[config.mk]
export PLATFORM = sky130hd
export DESIGN_NAME = bbk_top
export DESIGN_NICKNAME = d
export VERILOG_FILES = /design/src/rtl/bbk_pkg.sv /design/src/rtl/bbk_regs.sv /design/src/rtl/bbk_chan.sv /design/src/rtl/bbk_seq.sv /design/src/rtl/bbk_top.sv
export SDC_FILE = /design/constraint.sdc
export NUM_CORES = 1
export LEC_CHECK = 0
export BUFFER_PORTS_ARGS = -buffer_cell sky130_fd_sc_hd__buf_2
export CAP_MARGIN = 15
export CORE_ASPECT_RATIO = 1.5
export CORE_MARGIN = 4
export CORE_UTILIZATION = 30
export DETAILED_ROUTE_END_ITERATION = 6
export PLACE_DENSITY = 0.48
export SLEW_MARGIN = 20
export SYNTH_ARGS = -nofsm -noshare
export SYNTH_HDL_FRONTEND = slang
export SYNTH_SLANG_ARGS = --single-unit
[constraint.sdc]
create_clock -name clk -period 1.8 [get_ports clk]
set_input_delay 0.36 -clock clk [delete_from_list [all_inputs] [get_ports clk]]
set_output_delay 0.36 -clock clk [all_outputs]
set_load 0.02 [all_outputs]
[src/rtl/bbk_pkg.sv]
package bbk_pkg;
  typedef enum logic [3:0] {
    RG_ADDR_A = 4'd0, RG_AMSK_A = 4'd1, RG_ASID_A = 4'd2, RG_ENAB_A = 4'd3,
    RG_COND_A = 4'd4, RG_ADDR_B = 4'd5, RG_AMSK_B = 4'd6, RG_ASID_B = 4'd7,
    RG_ENAB_B = 4'd8, RG_COND_B = 4'd9, RG_DATA_B = 4'd10, RG_DMSK_B = 4'd11,
    RG_CTRL   = 4'd12
  } reg_idx_e;

  localparam int NUM_CH      = 2;
  localparam int CH_STRIDE   = 5;
  localparam int EN_ADDR     = 0;
  localparam int EN_ID       = 1;
  localparam int CTL_FLAG0   = 0;
  localparam int CTL_AFTER0  = 2;
  localparam int CTL_DATAEN  = 4;
  localparam int CTL_W       = 16;
  localparam int COND_W      = 16;
  localparam int ENAB_W      = 8;

  function automatic logic cycle_ok(input logic [COND_W-1:0] cond,
                                    input logic fetch, input logic write,
                                    input logic [1:0] size);
    logic kind_ok, dir_ok, size_ok;
    kind_ok = fetch ? cond[0] : cond[1];
    dir_ok  = (write && !fetch) ? cond[3] : cond[2];
    size_ok = (cond[5:4] == 2'd0) || (cond[5:4] == size + 2'd1);
    return kind_ok && dir_ok && size_ok;
  endfunction
endpackage

[src/rtl/bbk_regs.sv]
module bbk_regs
  import bbk_pkg::*;
#(
  parameter int AW  = 32,
  parameter int DW  = 32,
  parameter int IDW = 8
) (
  input  logic                 clk,
  input  logic                 rst_n,
  input  logic                 cfg_wr_en,
  input  logic [3:0]           cfg_addr,
  input  logic [31:0]          cfg_wdata,
  output logic [31:0]          cfg_rdata,
  input  logic [NUM_CH-1:0]    hit_set,
  output logic [AW-1:0]        ch_addr  [NUM_CH],
  output logic [AW-1:0]        ch_amsk  [NUM_CH],
  output logic [IDW-1:0]       ch_asid  [NUM_CH],
  output logic [ENAB_W-1:0]    ch_enab  [NUM_CH],
  output logic [COND_W-1:0]    ch_cond  [NUM_CH],
  output logic [DW-1:0]        b_data,
  output logic [DW-1:0]        b_dmsk,
  output logic [NUM_CH-1:0]    ch_after,
  output logic                 data_en,
  output logic [NUM_CH-1:0]    flags
);
  logic ctl_wr;
  assign ctl_wr = cfg_wr_en && (cfg_addr == RG_CTRL);

  for (genvar c = 0; c < NUM_CH; c++) begin : g_ch
    localparam logic [3:0] BASE = 4'(c * CH_STRIDE);

    always_ff @(posedge clk) begin
      if (cfg_wr_en) begin
        if (cfg_addr == BASE + 4'd0) ch_addr[c] <= cfg_wdata[AW-1:0];
        if (cfg_addr == BASE + 4'd1) ch_amsk[c] <= cfg_wdata[AW-1:0];
        if (cfg_addr == BASE + 4'd2) ch_asid[c] <= cfg_wdata[IDW-1:0];
        if (cfg_addr == BASE + 4'd3) ch_enab[c] <= cfg_wdata[ENAB_W-1:0];
      end
    end

    always_ff @(posedge clk or negedge rst_n) begin
      if (!rst_n) begin
        ch_cond[c]  <= '0;
        ch_after[c] <= 1'b0;
        flags[c]    <= 1'b0;
      end else begin
        if (cfg_wr_en && cfg_addr == BASE + 4'd4) ch_cond[c] <= cfg_wdata[COND_W-1:0];
        if (ctl_wr) ch_after[c] <= cfg_wdata[CTL_AFTER0 + c];
        if (hit_set[c])                           flags[c] <= 1'b1;
        else if (ctl_wr && !cfg_wdata[CTL_FLAG0 + c]) flags[c] <= 1'b0;
      end
    end
  end

  always_ff @(posedge clk) begin
    if (cfg_wr_en && cfg_addr == RG_DATA_B) b_data <= cfg_wdata[DW-1:0];
    if (cfg_wr_en && cfg_addr == RG_DMSK_B) b_dmsk <= cfg_wdata[DW-1:0];
  end

  always_ff @(posedge clk or negedge rst_n) begin
    if (!rst_n)      data_en <= 1'b0;
    else if (ctl_wr) data_en <= cfg_wdata[CTL_DATAEN];
  end

  logic [CTL_W-1:0] ctl_view;
  always_comb begin
    ctl_view = '0;
    ctl_view[CTL_FLAG0 +: NUM_CH]  = flags;
    ctl_view[CTL_AFTER0 +: NUM_CH] = ch_after;
    ctl_view[CTL_DATAEN]           = data_en;
  end

  always_comb begin
    cfg_rdata = '0;
    case (cfg_addr)
      RG_ADDR_A: cfg_rdata[AW-1:0]     = ch_addr[0];
      RG_AMSK_A: cfg_rdata[AW-1:0]     = ch_amsk[0];
      RG_ASID_A: cfg_rdata[IDW-1:0]    = ch_asid[0];
      RG_ENAB_A: cfg_rdata[ENAB_W-1:0] = ch_enab[0];
      RG_COND_A: cfg_rdata[COND_W-1:0] = ch_cond[0];
      RG_ADDR_B: cfg_rdata[AW-1:0]     = ch_addr[1];
      RG_AMSK_B: cfg_rdata[AW-1:0]     = ch_amsk[1];
      RG_ASID_B: cfg_rdata[IDW-1:0]    = ch_asid[1];
      RG_ENAB_B: cfg_rdata[ENAB_W-1:0] = ch_enab[1];
      RG_COND_B: cfg_rdata[COND_W-1:0] = ch_cond[1];
      RG_DATA_B: cfg_rdata[DW-1:0]     = b_data;
      RG_DMSK_B: cfg_rdata[DW-1:0]     = b_dmsk;
      RG_CTRL:   cfg_rdata[CTL_W-1:0]  = ctl_view;
      default:   cfg_rdata = '0;
    endcase
  end
endmodule

[src/rtl/bbk_chan.sv]
module bbk_chan
  import bbk_pkg::*;
#(
  parameter int AW       = 32,
  parameter int DW       = 32,
  parameter int IDW      = 8,
  parameter bit HAS_DATA = 1'b0
) (
  input  logic              bus_valid,
  input  logic              bus_fetch,
  input  logic              bus_write,
  input  logic [1:0]        bus_size,
  input  logic [AW-1:0]     bus_addr,
  input  logic [IDW-1:0]    bus_asid,
  input  logic [DW-1:0]     bus_data,
  input  logic [AW-1:0]     ref_addr,
  input  logic [AW-1:0]     ref_amsk,
  input  logic [IDW-1:0]    ref_asid,
  input  logic [ENAB_W-1:0] ref_enab,
  input  logic [COND_W-1:0] ref_cond,
  input  logic [DW-1:0]     ref_data,
  input  logic [DW-1:0]     ref_dmsk,
  input  logic              data_en,
  output logic              hit
);
  logic addr_ok, id_ok, kind_ok, data_ok;

  assign addr_ok = !ref_enab[EN_ADDR] || (((ref_addr ^ bus_addr) & ~ref_amsk) == '0);
  assign id_ok   = !ref_enab[EN_ID]   || (ref_asid == bus_asid);
  assign kind_ok = cycle_ok(ref_cond, bus_fetch, bus_write, bus_size);

  if (HAS_DATA) begin : g_data
    assign data_ok = !data_en || (((ref_data ^ bus_data) & ~ref_dmsk) == '0);
  end else begin : g_nodata
    logic unused_d;
    assign unused_d = ^{ref_data, ref_dmsk, data_en, bus_data};
    assign data_ok  = 1'b1;
  end

  assign hit = bus_valid && kind_ok && addr_ok && id_ok && data_ok;
endmodule

[src/rtl/bbk_seq.sv]
module bbk_seq
  import bbk_pkg::*;
(
  input  logic              clk,
  input  logic              rst_n,
  input  logic [NUM_CH-1:0] hit,
  input  logic              bus_fetch,
  input  logic [NUM_CH-1:0] ch_after,
  input  logic              insn_issue,
  input  logic              insn_retire,
  output logic              brk_req,
  output logic              brk_after,
  output logic [NUM_CH-1:0] brk_hit
);
  logic [NUM_CH-1:0] pend_q, pend_aft_q, fire, fire_aft;

  for (genvar c = 0; c < NUM_CH; c++) begin : g_pend
    logic boundary;
    assign boundary    = pend_aft_q[c] ? insn_retire : insn_issue;
    assign fire[c]     = (hit[c] && !bus_fetch) || (pend_q[c] && boundary);
    assign fire_aft[c] = pend_q[c] && boundary && pend_aft_q[c];

    always_ff @(posedge clk or negedge rst_n) begin
      if (!rst_n) begin
        pend_q[c]     <= 1'b0;
        pend_aft_q[c] <= 1'b0;
      end else if (hit[c] && bus_fetch) begin
        pend_q[c]     <= 1'b1;
        pend_aft_q[c] <= ch_after[c];
      end else if (pend_q[c] && boundary) begin
        pend_q[c]     <= 1'b0;
      end
    end
  end

  always_ff @(posedge clk or negedge rst_n) begin
    if (!rst_n) begin
      brk_req   <= 1'b0;
      brk_after <= 1'b0;
      brk_hit   <= '0;
    end else begin
      brk_req   <= |fire;
      brk_after <= |fire_aft;
      brk_hit   <= fire;
    end
  end
endmodule

[src/rtl/bbk_top.sv]
module bbk_top
  import bbk_pkg::*;
#(
  parameter int AW  = 32,
  parameter int DW  = 32,
  parameter int IDW = 8
) (
  input  logic           clk,
  input  logic           rst_n,
  input  logic           cfg_wr_en,
  input  logic [3:0]     cfg_addr,
  input  logic [31:0]    cfg_wdata,
  output logic [31:0]    cfg_rdata,
  input  logic           bus_valid,
  input  logic           bus_fetch,
  input  logic           bus_write,
  input  logic [1:0]     bus_size,
  input  logic [AW-1:0]  bus_addr,
  input  logic [IDW-1:0] bus_asid,
  input  logic [DW-1:0]  bus_data,
  input  logic           insn_issue,
  input  logic           insn_retire,
  output logic           brk_req,
  output logic           brk_after,
  output logic [1:0]     brk_hit,
  output logic [1:0]     brk_flag
);
  logic [AW-1:0]     ch_addr [NUM_CH];
  logic [AW-1:0]     ch_amsk [NUM_CH];
  logic [IDW-1:0]    ch_asid [NUM_CH];
  logic [ENAB_W-1:0] ch_enab [NUM_CH];
  logic [COND_W-1:0] ch_cond [NUM_CH];
  logic [DW-1:0]     b_data, b_dmsk;
  logic [NUM_CH-1:0] ch_after, hit;
  logic              data_en;

  bbk_regs #(.AW(AW), .DW(DW), .IDW(IDW)) u_regs (
    .clk, .rst_n, .cfg_wr_en, .cfg_addr, .cfg_wdata, .cfg_rdata,
    .hit_set(hit), .ch_addr, .ch_amsk, .ch_asid, .ch_enab, .ch_cond,
    .b_data, .b_dmsk, .ch_after, .data_en, .flags(brk_flag)
  );

  for (genvar c = 0; c < NUM_CH; c++) begin : g_cmp
    bbk_chan #(.AW(AW), .DW(DW), .IDW(IDW), .HAS_DATA(c == NUM_CH - 1)) u_chan (
      .bus_valid, .bus_fetch, .bus_write, .bus_size, .bus_addr, .bus_asid, .bus_data,
      .ref_addr(ch_addr[c]), .ref_amsk(ch_amsk[c]), .ref_asid(ch_asid[c]),
      .ref_enab(ch_enab[c]), .ref_cond(ch_cond[c]),
      .ref_data(b_data), .ref_dmsk(b_dmsk), .data_en, .hit(hit[c])
    );
  end

  bbk_seq u_seq (
    .clk, .rst_n, .hit, .bus_fetch, .ch_after, .insn_issue, .insn_retire,
    .brk_req, .brk_after, .brk_hit
  );
endmodule

; ---- Word level (Yosys, flattened, before mapping)
; Cells that the tools add are included.
[word_totals]
input_bits = 118
memories = 0
ram_bits = 0
mem_bits_ro = 0
wordCells = 131
latchBits = 0
out_inout_bits = 38
register_bits = 269
[op_classes]
mul = 0
bitwise_logic = 9
n_eq_ne = 16
n_mux = 17
add_sub_neg = 1
div_mod_pow = 0
shift = 0
n_lt_le_gt_ge = 0
n_reduce_logical = 64
[op_table]
columns = cell, n
row1 = one-hot mux 8 bit (13 select lines), 1
row2 = bitwise AND 32 bit, 3
row3 = zero test 32 bit, 3
row4 = inverter 32 bit, 3
row5 = one-hot mux 16 bit (6 select lines), 1
row6 = bitwise XOR 32 bit, 3
row7 = one-hot mux 8 bit (8 select lines), 1
row8 = logical AND 1 bit, 27
row9 = "== test 4 bit, second input constant", 5
row10 = "== test 4 x 3 -> 1 bit, second input constant", 4
row11 = == test 8 bit, 2
row12 = AND reduction 2 bit, 8
row13 = two-way mux 1 bit, 14
row14 = logical OR 1 bit, 9
row15 = "== test 4 x 2 -> 1 bit, second input constant", 2
row16 = zero test 1 bit, 8
row17 = nonzero test 2 bit, 4
row18 = == test 2 bit, 2
row19 = "== test 4 x 1 -> 1 bit, second input constant", 1
row20 = zero test 2 bit, 2
row21 = zero test 4 bit, 1
row22 = OR reduction 2 bit, 2
row23 = "adder 2 x 1 -> 2 bit, second input constant", 1

; ---- Depth between registers and ports, before layout
[depth]
depth_word = 12
mapped_depth = 8
mapped_depth_nobuf = 7

; ---- Cells and area by module
; Synthesis repeated with hierarchy kept, for this count alone.
[unflattened]
cells_unflattened = 813
hier_area_um2 = 12022.8
[modules_own_cells]
columns = module, instances, seq_area_each_um2, cells_each, area_per_inst_um2
row1 = bbk_regs, 1, 7652.3, 581, 10118.5
row2 = bbk_chan (g_cmp[1].u_chan), 1, 0.0, 130, 993.5
row3 = bbk_chan (g_cmp[0].u_chan), 1, 0.0, 75, 579.3
row4 = bbk_seq, 1, 200.2, 27, 331.6

; ---- Worst setup path before layout
; Ideal clock, no wire load.
[synth_path]
path_kind = input to register
start = input cfg_addr[3]
end = register u_regs.ch_amsk[32] (netlist bit) (enable)
arrival_ps = 2141
setup_time_ps = 392
n_path_buf = 2
path_stages = 4
required_time_ps = 1408
setup_slack_ps = -733
cell_sequence = clkbuf_1 -> nor3_1 -> clkbuf_1 -> and2_1
[synth_via]
elab_chain_cells = 2
[synth_lines]
columns = item, line_no
row1 = "start, declared", bbk_top.sv:11  ; input logic [3:0] cfg_addr,
row2 = == test 4 x 1 -> 1 bit, bbk_regs.sv:35  ; if (cfg_addr == BASE + 4'd1) ch_amsk[c] <= cfg_wdata[AW-1:0];
row3 = AND reduction 2 bit (no line), --
row4 = "end signal, assigned by index", bbk_regs.sv:35
row5 = "end, declared", bbk_regs.sv:16  ; output logic [AW-1:0] ch_amsk [NUM_CH],
; No other way between the ends.
; A chain may end at the register's enable or synchronous reset.

; ---- Final worst setup path
[layout_path]
start = register u_regs.b_data[15]
end = register u_seq.pend_aft_q[1]
[layout_via]
elab_chain_cells = 6
[layout_lines]
columns = item, line_no
row1 = "start, declared", bbk_regs.sv:20  ; output logic [DW-1:0] b_data,
row2 = "start signal, assigned", bbk_regs.sv:56  ; if (cfg_wr_en && cfg_addr == RG_DATA_B) b_data <= cfg_wdata[DW-1:0];
row3 = bitwise XOR 32 bit, bbk_chan.sv:33  ; assign data_ok = !data_en || (((ref_data ^ bus_data) & ~ref_dmsk) == '0);
row4 = bitwise AND 32 bit, bbk_chan.sv:33
row5 = zero test 32 bit, bbk_chan.sv:33
row6 = logical OR 1 bit, bbk_chan.sv:33
row7 = logical AND 1 bit, bbk_chan.sv:40  ; assign hit = bus_valid && kind_ok && addr_ok && id_ok && data_ok;
row8 = logical AND 1 bit, bbk_seq.sv:27  ; end else if (hit[c] && bus_fetch) begin
row9 = "end signal, assigned by index", bbk_seq.sv:29  ; pend_aft_q[c] <= ch_after[c];
row10 = "end, declared", bbk_seq.sv:15  ; logic [NUM_CH-1:0] pend_q, pend_aft_q, fire, fire_aft;
; No other way between the ends.

==> impl_results.md <==
* Crit path kind: reg2reg
* Number of I/O port buffers at 155
* Clk Tree Root Cell: clkbuf_16
* Violated checks: negative setup slack
* Post-detail-place hpwl at roughly 33000 microns
* FF-to-FF Start: u_regs.b_data[15]$_DFFE_PP_
* GRT Total Usage at 0.207
* Final worst slack at -0.611 ns
* DRT Wirelength at 44200 microns
* Later-pin clock latency in the skew report at 0.55 ns
* I/O pins at 156
* GRT overflow at 0
* Int Pwr at 11.7 mW
* Synth Cell Area at approximately 12000 sq um
* Post-route ant nets at 0
* 1st-iter DRT viols at 641
* Largest net degree at the start of global routing at 46
* CTS Sinks at 269
* Arrival time of data at the critical path endpoint at around 2.8 ns
* Mapped Cells at about 760
* Starting Density at 0.306
* Vias at just under 9000
* Startpoint types: flop
* Core Area at 37800 sq um
* Final Skew at between 0.015 and 0.02 ns
* Non-filler cells, final at 1766
* Area grow syn2layout at 56.8%
* CTS tree: built
* Vias in the first global route at 9540
* Antenna violations before repair at 0
* Worst slew margin at 0.690
* Vias per inst at 5.05
* Crit. End Element: flop
* Ant diodes at 0
* Wirelength per Cell at 25.0 microns
* Seq pwr share at 0.472
* MaxCap Viol Count at 0
* Max Clock Freq at about 410 MHz
* LEAKAGE at ~7.1 nW
* Commonest non-fill, non-tap cells in the layout: buf_4, edfxtp_1, buf_2
* FF-to-FF setup slack at -0.61 ns
* DR pass1 iterations at 5
* Multi-input logic area at roughly 4500 sq um
* Final hold viol count at 0
* Total CTS buffers at 27
* Syn nets at 877
* Fill count at 3344
* Setup_tns at -14.39 ns
* Clock transition at the registers of the reported paths at around 0.06 ns
* Share of cells above drive strength 1 at 0.580
* Max Slew Vio Count at 0
* Placer Congestion at 0.879
* Hold path start: cfg_wdata[28]
* Clk pwr share at 0.390
* Row count at 87
* #FFs+latches synth at 269
* Layout net count at 1375
* Part of the power in combinational logic at 0.138
* H-Tree Depth at 1
* YS warnings at 0
* Required time worst endpoint at around 2.2 ns
* Die ar. at 41800 sq um
* Switching part of the total at 0.244
* Die Height at 248 microns
* Final setup viols at 41
* First-pass GRT wire length at ~63000 microns
* # DRC at 0
* Synth cell types at 39
* Seq. cell area at 7850 sq um
* Syn_area_per_cell at approximately 15 sq um
* Outcome: finished with violations
* Die width at around 170 microns
* CP Max Fanout at 2
* Maximum VDD drop at between 700 and 800 uV
* Final Critical Period at 2.41 ns
* DP Cell Count at 1660
* Worst hold-check path type: in2reg
* CP Launch Point: u_regs.b_data[15]$_DFFE_PP_
* Sw power at 3.76 mW
* Slew @ Worst Pin at 0.465 ns
* Crit share post-route at 1.34
* Seq/Total Area, Yosys at 0.680
* Clock Path Buffers at 3
* RSZ-0062 raised after global routing: true
* Power Dens Cells at 851 nW/um^2
* Commonest non-fill, non-tap cell in the layout: buf_4
-- state kept, by name, summed over array words and instances, names as in the netlist, 16 cells and up --
register        count
u_regs.b_dmsk      32
u_regs.ch_amsk     64
u_regs.ch_asid     16
u_regs.ch_addr     64
u_regs.b_data      32
u_regs.ch_cond     32
u_regs.ch_enab     16
-- synthesized netlist by cell type --
| master | number | area share |
|---|---|---|
| a221oi_2 | 2 | 0.0026 |
| xor2_1 | 8 | 0.0061 |
| and4_1 | 1 | 0.00076 |
| nor3_1 | 2 | 0.00087 |
| nor2b_1 | 2 | 0.0011 |
| nand2_1 | 12 | 0.0039 |
| a21boi_0 | 1 | 0.00065 |
| nor4_2 | 3 | 0.0033 |
| and2_1 | 10 | 0.0054 |
| o21ai_0 | 11 | 0.0048 |
| clkbuf_1 | 14 | 0.0046 |
| a32o_1 | 2 | 0.0017 |
| a22oi_1 | 83 | 0.054 |
| buf_1 | 1 | 0.00032 |
| a22o_1 | 19 | 0.014 |
| mux2_2 | 41 | 0.040 |
| a221o_1 | 1 | 0.00087 |
| o22ai_1 | 49 | 0.027 |
| nor2_2 | 1 | 0.00054 |
| and3_1 | 1 | 0.00054 |
| o221ai_1 | 2 | 0.0015 |
| a222oi_1 | 2 | 0.0017 |
| inv_1 | 4 | 0.0013 |
| mux2i_1 | 2 | 0.0017 |
| xnor2_1 | 104 | 0.079 |
| a221oi_1 | 21 | 0.016 |
| nor3_2 | 3 | 0.0026 |
| o21a_1 | 2 | 0.0013 |
| nor3b_1 | 2 | 0.0013 |
| edfxtp_1 | 224 | 0.58 |
| nor4_1 | 12 | 0.0065 |
| nand2b_1 | 7 | 0.0038 |
| dfrtp_1 | 45 | 0.098 |
| nand3_1 | 31 | 0.013 |
| nand4_1 | 13 | 0.0070 |
| a21oi_1 | 1 | 0.00043 |
| nor2_1 | 7 | 0.0023 |
| buf_2 | 11 | 0.0048 |
| mux2_4 | 2 | 0.0026 |
-- worst max-delay path: stages (launching register included) --
cell and delay [ns]:
edfxtp_1 0.40, xnor2_1 0.15, buf_4 0.18, o22ai_2 0.11, nor4_4 0.36, nand4_1 0.24
a221oi_2 0.40, nand2_1 0.14, mux2_4 0.31
-- kinds of logic after synthesis --
kind of cell,after synthesis,share of synthesized area
xor gates and xnor gates,112,0.0849
and+or+nand+nor,107,0.0533
muxes,45,0.0443
AOI/OAI and AO/OA,196,0.126
DFF,269,0.680
buffers and inverters,30,0.0109
-- power groups by stage --
stage          sequential (mW)  combinational, mW  clock, mW
6_report                  7.27               2.13       6.01
5_1_grt                   7.31               2.26       6.36
4_1_cts                   7.27               2.09       6.10
3_5_place_dp              7.39               1.80          0
3_3_place_gp              7.38               1.78          0
2_1_floorplan             7.35              0.756          0
-- worst paths after layout --
kind	endpoint	cells past startpoint
min reg2reg	u_regs.ch_cond[10]$_DFFE_PN0P_	1
min in group asynchronous	u_regs.ch_cond[23]$_DFFE_PN0P_	3
max	u_seq.pend_aft_q[1]$_DFFE_PN0P_	8
max in group asynchronous	u_regs.ch_cond[31]$_DFFE_PN0P_	3
max reg2reg	u_seq.pend_aft_q[1]$_DFFE_PN0P_	8
min	u_regs.ch_amsk[28]$_DFFE_PP_	1
-- routing by layer --
layer,track usage,share of wire
met3,0.0283,0.044
met5,0,0
met1,0.239,0.38
met4,0.106,0.055
met2,0.373,0.52
-- per-stage QoR --
| stage | power [mW] | cell area (sq um) | utilization | setup slack [ns] | hold slack [ns] |
|---|---|---|---|---|---|
| after floorplan | 8.11 | 11600 | - | -0.0361 | 0.0644 |
| after global placement | 9.17 | 15400 | 0.407 | -1.00 | 0.376 |
| after detailed placement | 9.19 | 15400 | 0.407 | -1.03 | 0.381 |
| after CTS | 15.5 | 17800 | 0.471 | -0.572 | 0.0358 |
| after global routing | 15.9 | 18100 | 0.479 | -0.687 | 0.0487 |
| final | 15.4 | 18100 | 0.479 | -0.611 | 0.0565 |
-- final cells by class --
class                           instances  share of cell area
Clock buffer                           30              0.0379
Sequential cell                       269               0.434
Clock inverter                         19              0.0139
Tap cell                              489              0.0338
Inverter                                4            0.000829
Multi-Input combinational cell        460               0.246
Timing Repair Buffer                  495               0.234
-- what timing repair did --
item / 4_1_cts / 5_1_grt
pin swaps: 64 / 57
hold buffers: 1 / 0
setup endpoints to repair: 41 / 41
cloned: 5 / 0
gates resized for setup: 214 / 59
hold endpoints to repair: 45 / 0
buffers inserted: 49 / 14
Power figures use the tool's default switching activity.
